[config.mk]
export PLATFORM = sky130hd
export DESIGN_NAME = uart_rx_fifo
export DESIGN_NICKNAME = d
export VERILOG_FILES = /design/src/rtl/rxq_pkg.sv /design/src/rtl/rxq_ctrl.sv /design/src/rtl/rxq_store.sv /design/src/rtl/rxq_timer.sv /design/src/rtl/uart_rx_fifo.sv
export SDC_FILE = /design/constraint.sdc
export NUM_CORES = 1
export LEC_CHECK = 0
export BUFFER_PORTS_ARGS = -buffer_cell sky130_fd_sc_hd__clkbuf_2
export CORE_AREA = 2 2 114 198
export DETAILED_ROUTE_END_ITERATION = 6
export DIE_AREA = 0 0 116 200
export GPL_ROUTABILITY_DRIVEN = 0
export PLACE_DENSITY = 0.67
export SLEW_MARGIN = 20
export SYNTH_ARGS = -nofsm -noshare
export SYNTH_HDL_FRONTEND = slang
export SYNTH_SLANG_ARGS = --single-unit
[constraint.sdc]
create_clock -name clk -period 3.7 [get_ports clk]
set_clock_uncertainty 0.05 [all_clocks]
set_input_delay 0.37 -clock clk [delete_from_list [all_inputs] [get_ports clk]]
set_output_delay 0.37 -clock clk [all_outputs]
set_load 0.02 [all_outputs]
[src/rtl/rxq_pkg.sv]
package rxq_pkg;

    // Fill level chosen by the two level-select bits, scaled to the depth.
    function automatic int unsigned level_of(input logic [1:0] sel, input int unsigned depth);
        case (sel)
            2'b00:   return 1;
            2'b01:   return depth / 4;
            2'b10:   return depth / 2;
            default: return depth - 2;
        endcase
    endfunction

endpackage

[src/rtl/rxq_ctrl.sv]
module rxq_ctrl #(
    parameter int unsigned DEPTH = 16,
    localparam int unsigned CW   = $clog2(DEPTH) + 1
) (
    input  logic          clk,
    input  logic          rst_n,
    input  logic          we,
    input  logic [7:0]    wdata,
    output logic [7:0]    bits,
    output logic [CW-1:0] level,
    output logic          rx_flush,
    output logic          tx_flush
);
    import rxq_pkg::*;

    typedef struct packed {
        logic [7:0]    bits;
        logic [CW-1:0] level;
        logic          txf;
    } ctrl_t;

    ctrl_t st_d, st_q;
    logic [7:0] eff;

    always_comb begin
        st_d     = st_q;
        st_d.txf = 1'b0;
        rx_flush = 1'b0;
        eff      = wdata;
        if (we && (wdata != st_q.bits)) begin
            if (wdata[0] != st_q.bits[0]) begin
                eff[1] = 1'b1;
                eff[2] = 1'b1;
            end
            rx_flush = eff[1];
            st_d.txf = eff[2];
            if (eff[0]) begin
                st_d.level = CW'(level_of(eff[7:6], DEPTH));
            end
            st_d.bits = eff & 8'hC9;
        end
    end

    always_ff @(posedge clk or negedge rst_n) begin
        if (!rst_n) begin
            st_q <= '{bits: 8'h00, level: CW'(1), txf: 1'b0};
        end else begin
            st_q <= st_d;
        end
    end

    assign bits     = st_q.bits;
    assign level    = st_q.level;
    assign tx_flush = st_q.txf;

    AST_KEPT_MASK: assert property (@(posedge clk) disable iff (!rst_n)
        (st_q.bits & 8'h36) == 8'h00);
    AST_REPEAT_QUIET: assert property (@(posedge clk) disable iff (!rst_n)
        (we && wdata == st_q.bits) |=> (!tx_flush && $stable(st_q.bits)));

endmodule

[src/rtl/rxq_store.sv]
module rxq_store #(
    parameter int unsigned DEPTH = 16,
    parameter int unsigned DW    = 8,
    localparam int unsigned AW   = $clog2(DEPTH),
    localparam int unsigned CW   = AW + 1
) (
    input  logic          clk,
    input  logic          rst_n,
    input  logic          flush,
    input  logic          fifo_en,
    input  logic          wr_req,
    input  logic [DW-1:0] wr_data,
    input  logic          rd_req,
    output logic [DW-1:0] head,
    output logic [CW-1:0] count,
    output logic          push_ok,
    output logic          pop_ok,
    output logic          overrun
);
    typedef struct packed {
        logic [AW-1:0] wp;
        logic [AW-1:0] rp;
        logic [CW-1:0] cnt;
        logic          ovr;
    } store_t;

    store_t st_d, st_q;
    logic [DW-1:0] mem_q [DEPTH];
    logic [CW-1:0] cap;

    always_comb begin
        cap     = fifo_en ? CW'(DEPTH) : CW'(1);
        pop_ok  = rd_req && (st_q.cnt != '0) && !flush;
        push_ok = wr_req && !flush && ((st_q.cnt < cap) || pop_ok);
        st_d     = st_q;
        st_d.ovr = wr_req && !flush && !push_ok;
        if (push_ok) st_d.wp = st_q.wp + AW'(1);
        if (pop_ok)  st_d.rp = st_q.rp + AW'(1);
        case ({push_ok, pop_ok})
            2'b10:   st_d.cnt = st_q.cnt + CW'(1);
            2'b01:   st_d.cnt = st_q.cnt - CW'(1);
            default: st_d.cnt = st_q.cnt;
        endcase
        if (flush) begin
            st_d.wp  = '0;
            st_d.rp  = '0;
            st_d.cnt = '0;
        end
    end

    always_ff @(posedge clk or negedge rst_n) begin
        if (!rst_n) st_q <= '0;
        else        st_q <= st_d;
    end

    always_ff @(posedge clk) begin
        if (push_ok) mem_q[st_q.wp] <= wr_data;
    end

    assign head    = (st_q.cnt != '0) ? mem_q[st_q.rp] : '0;
    assign count   = st_q.cnt;
    assign overrun = st_q.ovr;

    AST_COUNT_BOUND: assert property (@(posedge clk) disable iff (!rst_n)
        st_q.cnt <= CW'(DEPTH));
    AST_DROP_AT_CAP: assert property (@(posedge clk) disable iff (!rst_n)
        overrun |-> ($past(st_q.cnt) == $past(cap)));
    AST_EMPTY_READ_ZERO: assert property (@(posedge clk) disable iff (!rst_n)
        (rd_req && st_q.cnt == '0) |-> (head == '0));

endmodule

[src/rtl/rxq_timer.sv]
module rxq_timer #(
    parameter int unsigned CHAR_W = 16,
    localparam int unsigned TW    = CHAR_W + 2
) (
    input  logic              clk,
    input  logic              rst_n,
    input  logic              enable,
    input  logic              flush,
    input  logic              restart,
    input  logic              pop,
    input  logic              have_data,
    input  logic [CHAR_W-1:0] char_cycles,
    output logic              pending
);
    typedef struct packed {
        logic [TW-1:0] cnt;
        logic          armed;
        logic          pend;
    } tmr_t;

    tmr_t st_d, st_q;
    logic [TW-1:0] limit;

    always_comb begin
        limit = (char_cycles == '0) ? TW'(1) : {char_cycles, 2'b00};
        st_d  = st_q;
        if (st_q.armed) begin
            if (st_q.cnt == limit - TW'(1)) begin
                st_d.armed = 1'b0;
                if (have_data) st_d.pend = 1'b1;
            end else begin
                st_d.cnt = st_q.cnt + TW'(1);
            end
        end
        if (pop) st_d.pend = 1'b0;
        if (restart) begin
            st_d.cnt   = '0;
            st_d.armed = 1'b1;
        end
        if (flush || !enable) st_d = '0;
    end

    always_ff @(posedge clk or negedge rst_n) begin
        if (!rst_n) st_q <= '0;
        else        st_q <= st_d;
    end

    assign pending = st_q.pend;

    AST_READ_CLEARS: assert property (@(posedge clk) disable iff (!rst_n)
        pop |=> !pending);
    AST_NEEDS_DATA: assert property (@(posedge clk) disable iff (!rst_n)
        $rose(pending) |-> $past(have_data));
    AST_IDLE_OFF: assert property (@(posedge clk) disable iff (!rst_n)
        !enable |=> !pending);

endmodule

[src/rtl/uart_rx_fifo.sv]
module uart_rx_fifo #(
    parameter int unsigned DEPTH  = 16,
    parameter int unsigned DW     = 8,
    parameter int unsigned CHAR_W = 16,
    localparam int unsigned CW    = $clog2(DEPTH) + 1
) (
    input  logic              clk,
    input  logic              rst_n,
    input  logic              fcr_we,
    input  logic [7:0]        fcr_wdata,
    input  logic [CHAR_W-1:0] char_cycles,
    input  logic              rx_valid,
    input  logic [DW-1:0]     rx_data,
    input  logic              rx_break,
    input  logic              rd_en,
    output logic [DW-1:0]     rd_data,
    output logic              data_ready,
    output logic [CW-1:0]     fill_count,
    output logic [CW-1:0]     trig_level,
    output logic              fifo_en,
    output logic [7:0]        fcr_bits,
    output logic              tx_flush,
    output logic              timeout_pend,
    output logic [CW-1:0]     credit,
    output logic              overrun,
    output logic              break_flag
);
    typedef struct packed {
        logic brk;
    } top_t;

    top_t st_d, st_q;
    logic rx_flush, push_ok, pop_ok, restart;
    logic [CW-1:0] left;

    rxq_ctrl #(.DEPTH(DEPTH)) i_ctrl (
        .clk(clk), .rst_n(rst_n), .we(fcr_we), .wdata(fcr_wdata),
        .bits(fcr_bits), .level(trig_level), .rx_flush(rx_flush), .tx_flush(tx_flush)
    );

    assign fifo_en = fcr_bits[0];

    rxq_store #(.DEPTH(DEPTH), .DW(DW)) i_store (
        .clk(clk), .rst_n(rst_n), .flush(rx_flush), .fifo_en(fifo_en),
        .wr_req(rx_valid), .wr_data(rx_data), .rd_req(rd_en),
        .head(rd_data), .count(fill_count), .push_ok(push_ok), .pop_ok(pop_ok),
        .overrun(overrun)
    );

    always_comb begin
        left    = fill_count - CW'(pop_ok) + CW'(push_ok);
        restart = push_ok || (pop_ok && left != '0);
    end

    rxq_timer #(.CHAR_W(CHAR_W)) i_timer (
        .clk(clk), .rst_n(rst_n), .enable(fifo_en), .flush(rx_flush),
        .restart(restart), .pop(pop_ok), .have_data(fill_count != '0),
        .char_cycles(char_cycles), .pending(timeout_pend)
    );

    always_comb begin
        st_d = st_q;
        if (pop_ok && left == '0) st_d.brk = 1'b0;
        if (rx_break)             st_d.brk = 1'b1;
        if (rx_flush)             st_d.brk = 1'b0;
    end

    always_ff @(posedge clk or negedge rst_n) begin
        if (!rst_n) st_q <= '0;
        else        st_q <= st_d;
    end

    assign break_flag = st_q.brk;
    assign data_ready = (fill_count != '0);

    always_comb begin
        if (!fifo_en)                     credit = (fill_count == '0) ? CW'(1) : '0;
        else if (fill_count == CW'(DEPTH)) credit = '0;
        else if (fill_count <= trig_level) credit = trig_level - fill_count;
        else                               credit = CW'(1);
    end

    AST_CREDIT_FULL: assert property (@(posedge clk) disable iff (!rst_n)
        (fill_count == CW'(DEPTH)) |-> (credit == '0));
    AST_TOGGLE_EMPTIES: assert property (@(posedge clk) disable iff (!rst_n)
        (fifo_en != $past(fifo_en)) |-> (fill_count == '0 && tx_flush));
    AST_PAIR_HOLDS: assert property (@(posedge clk) disable iff (!rst_n)
        (rx_valid && rd_en && fill_count != '0 && !fcr_we) |=> $stable(fill_count));
    AST_FLUSH_CLEAR: assert property (@(posedge clk) disable iff (!rst_n)
        rx_flush |=> (fill_count == '0 && !timeout_pend && !break_flag));

endmodule

Word level (Yosys, flattened, before mapping) --
Memories as Yosys holds them, arrays and structs flattened. Cells that the tools add are included.
Word-level totals: logic and storage cells 90, latch bits 0, memory bits (read-only) 0, memories kept 1, flip-flop bits (word level) 44, output and inout bits 37, memory bits (writable) 128
Memory list:
- i_store.mem_q | depth 16, bits a word 8, rd ports 1, clocked after Yosys merged registers in 0, write ports 1, line rxq_store.sv:28 | logic [DW-1:0] mem_q [DEPTH];
Cells by class: eq/ne operators 9, multipliers 0, reductions and logical operators 31, div/mod/pow operators 0, add/subtract/negate cells 9, mux-type cells 27, $lt $le $gt $ge 2, shifts and indexed selects 0, bitwise logic cells 0
Operator list (count):
- $mux 20 | 2
- $mux 18 | 2
- $mux 5 | 4
- $mux 19 | 1
- $add 18x1->18 const B | 1
- $eq 18x18->1 | 1
- $reduce_bool 3->1 | 6
- $sub 18x1->18 const B | 1
- $logic_not 16->1 | 1
- $mux 13 | 1
- $pmux 4 s3 | 1
- $logic_not 5->1 | 2
- $mux 1 | 10
- $pmux 5 s2 | 1
- $reduce_bool 5->1 | 2
- $add 4x1->4 const B | 2
- $logic_and 1x1->1 | 8
- $mux 4 | 2
- $mux 8 | 1
- $ne 8x8->1 | 1
- $add 5x1->5 | 1
- $add 5x1->5 const B | 1
- $eq 5x5->1 const B | 1
- $le 5x4->1 | 1
- 15 further kinds | 24

Logic depth before layout (Yosys ltp) --
depth after elaboration 13, mapped depth 18

Hierarchy --
From an unflattened synthesis, not the netlist that was laid out.
Second synthesis, totals: cell total of the unflattened synthesis 648, area, all modules 8735.9 um^2
Modules (own cells, without submodules):
- rxq_store | times used 1, area each 5983.2 um^2, cells each 326
- rxq_timer | times used 1, area each 1773.0 um^2, cells each 218
- uart_rx_fifo | times used 1, area each 509.2 um^2, cells each 66
- rxq_ctrl | times used 1, area each 470.5 um^2, cells each 38

Least setup slack after synthesis --
Ideal clock, no wire load.
path kind reg2reg, start reg i_ctrl.st_q, in the netlist i_ctrl.bits[0], end reg i_timer.st_q[18] (netlist name), arrival time 3.564 ns, path slack 0.020 ns, setup time 0.066 ns, cell stages (with the launch flop) 18, clock period less this slack 3.680 ns, path buffers 1, path through dfrtp_1 -> inv_1 -> ha_1 -> inv_1 -> a31oi_1 -> o21ai_0 -> nor2b_1 -> buf_1 -> ha_1 -> fa_1 -> a21oi_1 -> o21bai_1 -> xnor2_1 -> nand3_1 -> a21oi_1 -> nand3_1 -> or4_1 -> nand2_1
Between the ends: cells in the longest elaborated chain, start to end 13, elaborated cells between the ends (all ways) 24, those cells by class add/sub (2); order compare (1); eq/ne (3); mux (5); reduce/logical (13)
RTL lines:
- from (decl) | line rxq_ctrl.sv:22 | ctrl_t st_d, st_q;
- from (signal assigned) | line rxq_ctrl.sv:46 | st_q <= '{bits: 8'h00, level: CW'(1), txf: 1'b0};
- from (signal assigned) | line rxq_ctrl.sv:48 | st_q <= st_d;
- parallel branches: the longest is 13 deep, another holds $sub 5x1->5
- to (signal assigned) | line rxq_timer.sv:45 | else st_q <= st_d;
- to (decl) | line rxq_timer.sv:21 | tmr_t st_d, st_q;
Several ways; the timed one is not identified. A chain may end at the register's enable or synchronous reset.

Worst setup path in the final report --
start reg i_store.st_q, in the netlist i_store.count[2], end reg i_timer.st_q[18] (netlist name)
Between the ends: cells in the longest elaborated chain, start to end 11, elaborated cells between the ends (all ways) 16, those cells by class add/sub (2); order compare (1); eq/ne (1); mux (2); reduce/logical (10)
RTL lines:
- from (decl) | line rxq_store.sv:27 | store_t st_d, st_q;
- from (signal assigned) | line rxq_store.sv:53 | else st_q <= st_d;
- parallel branches: the longest is 8 deep, another holds $sub 5x1->5
- $logic_or 1x1->1 * | line uart_rx_fifo.sv:52 | restart = push_ok || (pop_ok && left != '0);
- $ne 3x2->1 (no source line), or another cell as far along
- $reduce_and 2->1 (no source line) or $mux 20 (tied branches)
Every way passes the cells marked *.

==> impl_results.md <==
* Top post-synthesis cells by area: edfxtp_1, dfrtp_1, mux2i_1, mux4_2, ha_1
* Crit share post-route at 0.919
* WL final at 18900 um
* Setup Crit Path Kind: reg -> reg
* Cell Rows at 71
* Initial core utilization at 0.395
* DR WL met3 at 671 um
* Setup WS pre-CTS at 0.0445 ns
* Seq/Total Area, Yosys at 0.582
* Met2 Wirelength at 10500 um
* Area added between synthesis and finish at 17.1%
* Yosys reg bits at 172
* Fin. max-slew vios at 0
* Worst Tran Pin Value at 0.658 ns
* Cells after synthesis at 639
* Worst Path Required at 4.01 ns
* Vias in the first global route at 5654
* Antenna violations before repair at 0
* P per Cell Area at 608 mW/mm2
* Die width at 116 um
* Reg clk slew, reported paths at 0.07 ns
* Hold WC Path Type: in -> reg
* Top sig layer: met4
* Mean number of vias per cell at 5.34
* Num CTS Buffers at 17
* Io pins at 75
* Final Critical Period at 3.40 ns
* Synth cell count leaders: edfxtp_1, dfrtp_1, mux2i_1
* Top-count cell post-synth: edfxtp_1
* RSZ-0062 raised after global routing: false
* DRT iter0 DRCs at 265
* Total power at 6.05 mW
* Critical path peak fanout at 6
* H-tree levels at 4
* CTS tree: yes
* Number of flops mapped to enable cells by yosys at 128
* Number of diodes at 0
* DIE AREA at 0.0232 mm2
* Multi-input gate area at 0.00333 mm2
* Slew margin rel. at 0.561
* Mapped Area at 0.00850 mm2
* FF+latch area at 0.00495 mm2
* Total GRT Usage at 0.170
* WL per Instance at 18.3 um
* Die Y at 200 um
* Avg Cell Area, Syn at 13.3 um2
* Area fraction of the dominant cell type after synthesis at 0.452
* TNS Setup at 0 ns
* WL met1 at 7140 um
* MaxCap Viol Count at 0
* DPL Wire Length at 13800 um
* DR vias at 5523
* CTS root buf: clkbuf_16
* Total grt overflow at 0
* Post-synth top area cell: edfxtp_1
* Hold Slack at 0.103 ns
* Layout fillers at 2002
* Antenna-violating nets left at 0
* Primary FF master, synth: edfxtp_1
* Synth warn at 0
* Final hold violation count at 0
* Crit end category: register
* Worst-case vdd ir drop at 0.362 mV
* Share of cells above drive strength 1 at 0.248
* Latest clock arrival within the worst-skew pair at 0.43 ns
* Core box area at 0.0215 mm2
* Crit path DAT at 3.71 ns
* Status: complete, no violations
* Nets at 792
* Final WS setup at 0.301 ns
* Fmax at 0.294 GHz
* Drc violations at 0
* Share of flip-flops with an asynchronous set or reset at 0.256
* Unique cell type count in the Yosys netlist at 63
* Final setup violation count at 0
* Buffers added on ports at 69
* CTS max path bufs at 2
* Pin count of the biggest net entering global routing at 52
* Leakage at 3.70 nW
* Startpoint types: register
* Global-route wire length before repair at 29800 um
* CTS sink cnt at 172
* First-pass iteration count of the detailed router at 4
## path summary, 6_finish.rpt
path / slack (ns) / cells after the start / start / to
max in group asynchronous: 2.36 / 3 / rst_n / i_ctrl.level[0]$_DFFE_PN1P_
worst max register to register: 0.30 / 17 / i_store.count[2]$_DFFE_PN0P_ / i_timer.st_q[18]$_DFFE_PN0P_
worst max-delay path: 0.30 / 17 / i_store.count[2]$_DFFE_PN0P_ / i_timer.st_q[18]$_DFFE_PN0P_
min in group asynchronous: 0.45 / 2 / rst_n / i_timer.st_q[7]$_DFFE_PN0P_
worst min-delay path: 0.10 / 3 / rx_break / break_flag$_DFFE_PN0P_
worst min register to register: 0.44 / 2 / i_ctrl.level[0]$_DFFE_PN1P_ / i_ctrl.level[0]$_DFFE_PN1P_
## cell families (layout without fill, tap and decap cells)
| family | Yosys count | in the layout | synth area share |
|---|---|---|---|
| flops | 172 | 172 | 0.582 |
| xor+xnor | 39 | 39 | 0.0411 |
| other cells | 1 | 5 | 0.000441 |
| fa+ha+maj | 25 | 25 | 0.0395 |
| mux | 59 | 59 | 0.0939 |
| simple gates | 175 | 175 | 0.116 |
| buf+inv | 53 | 152 | 0.0306 |
| compound gates | 115 | 115 | 0.0966 |
## through the flow
stage	std cells	util	instance area, um2
2_1_floorplan	643	-	8510
3_3_place_gp	996	0.430	9250
3_5_place_dp	996	0.430	9250
4_1_cts	1029	0.460	9890
5_1_grt	1034	0.463	9950
6_report	1034	0.463	9950
## final cells by class
cell class | instances | area share
Sequential cell | 172 | 0.497
Multi-Input combinational cell | 418 | 0.334
Timing Repair Buffer | 103 | 0.0619
Clock buffer | 17 | 0.0428
Tap cell | 292 | 0.0367
Clock inverter | 15 | 0.0205
Inverter | 17 | 0.00641
## per-layer routing
metal  up-vias  track usage
met2       136        0.318
met3        41       0.0308
met4         0       0.0741
met1      2721        0.184
li1       2625            -
met5         -            0
## timing repair
item	in CTS	in global routing
endpoints found under the hold margin	24	0
hold buffers	1	0
gates resized for setup	0	7
buffers inserted	0	5
endpoints found under the setup margin	0	13
## worst max-delay path: stages, from the launching register on
cell and delay (ns):
dfrtp_1 0.39, inv_2 0.10, ha_1 0.17, nand4b_1 0.14, nand2_2 0.12, nor2_1 0.08
ha_1 0.27, inv_1 0.04, ha_1 0.20, fa_2 0.35, a21oi_1 0.13, o21bai_1 0.09
xnor2_1 0.15, nand3_1 0.13, a21oi_2 0.19, nand3_2 0.14, or4_1 0.52, nand2_1 0.08
## where the power goes
part | switching, mW | total (mW) | internal [mW] | leakage (nW)
Clock | 0.832 | 1.87 | 1.04 | 0.301
Sequential | 0.0711 | 2.25 | 2.18 | 1.73
Combinational | 1.12 | 1.93 | 0.804 | 1.66
Total | 2.03 | 6.05 | 4.02 | 3.70
## flip-flops by register name (all words and copies together) (netlist names)
| register | cells |
|---|---|
| i_store.st_q | 8 |
| i_store.mem_q | 128 |
| i_store.count | 5 |
| i_ctrl.level | 4 |
| i_ctrl.bits | 4 |
| i_store.overrun | 1 |
| i_timer.st_q | 19 |
| i_timer.pending | 1 |
| break_flag | 1 |
| i_ctrl.tx_flush | 1 |
## cells in the final DEF, fill, tap and decap left out, types with 14 or more instances in the layout
master     count
a21oi_1       17
and2_1        20
buf_4         32
clkbuf_16     17
clkbuf_2      69
dfrtp_1       41
edfxtp_1     128
ha_1          22
inv_1         15
mux2i_1       37
mux4_2        16
nand2_1       30
nand3_1       18
nor2_1        32
nor3_1        17
o21ai_0       22
o221ai_1      16
or4_1         14
xnor2_1       23
xor2_1        15
(Power assumes the default switching activity.)
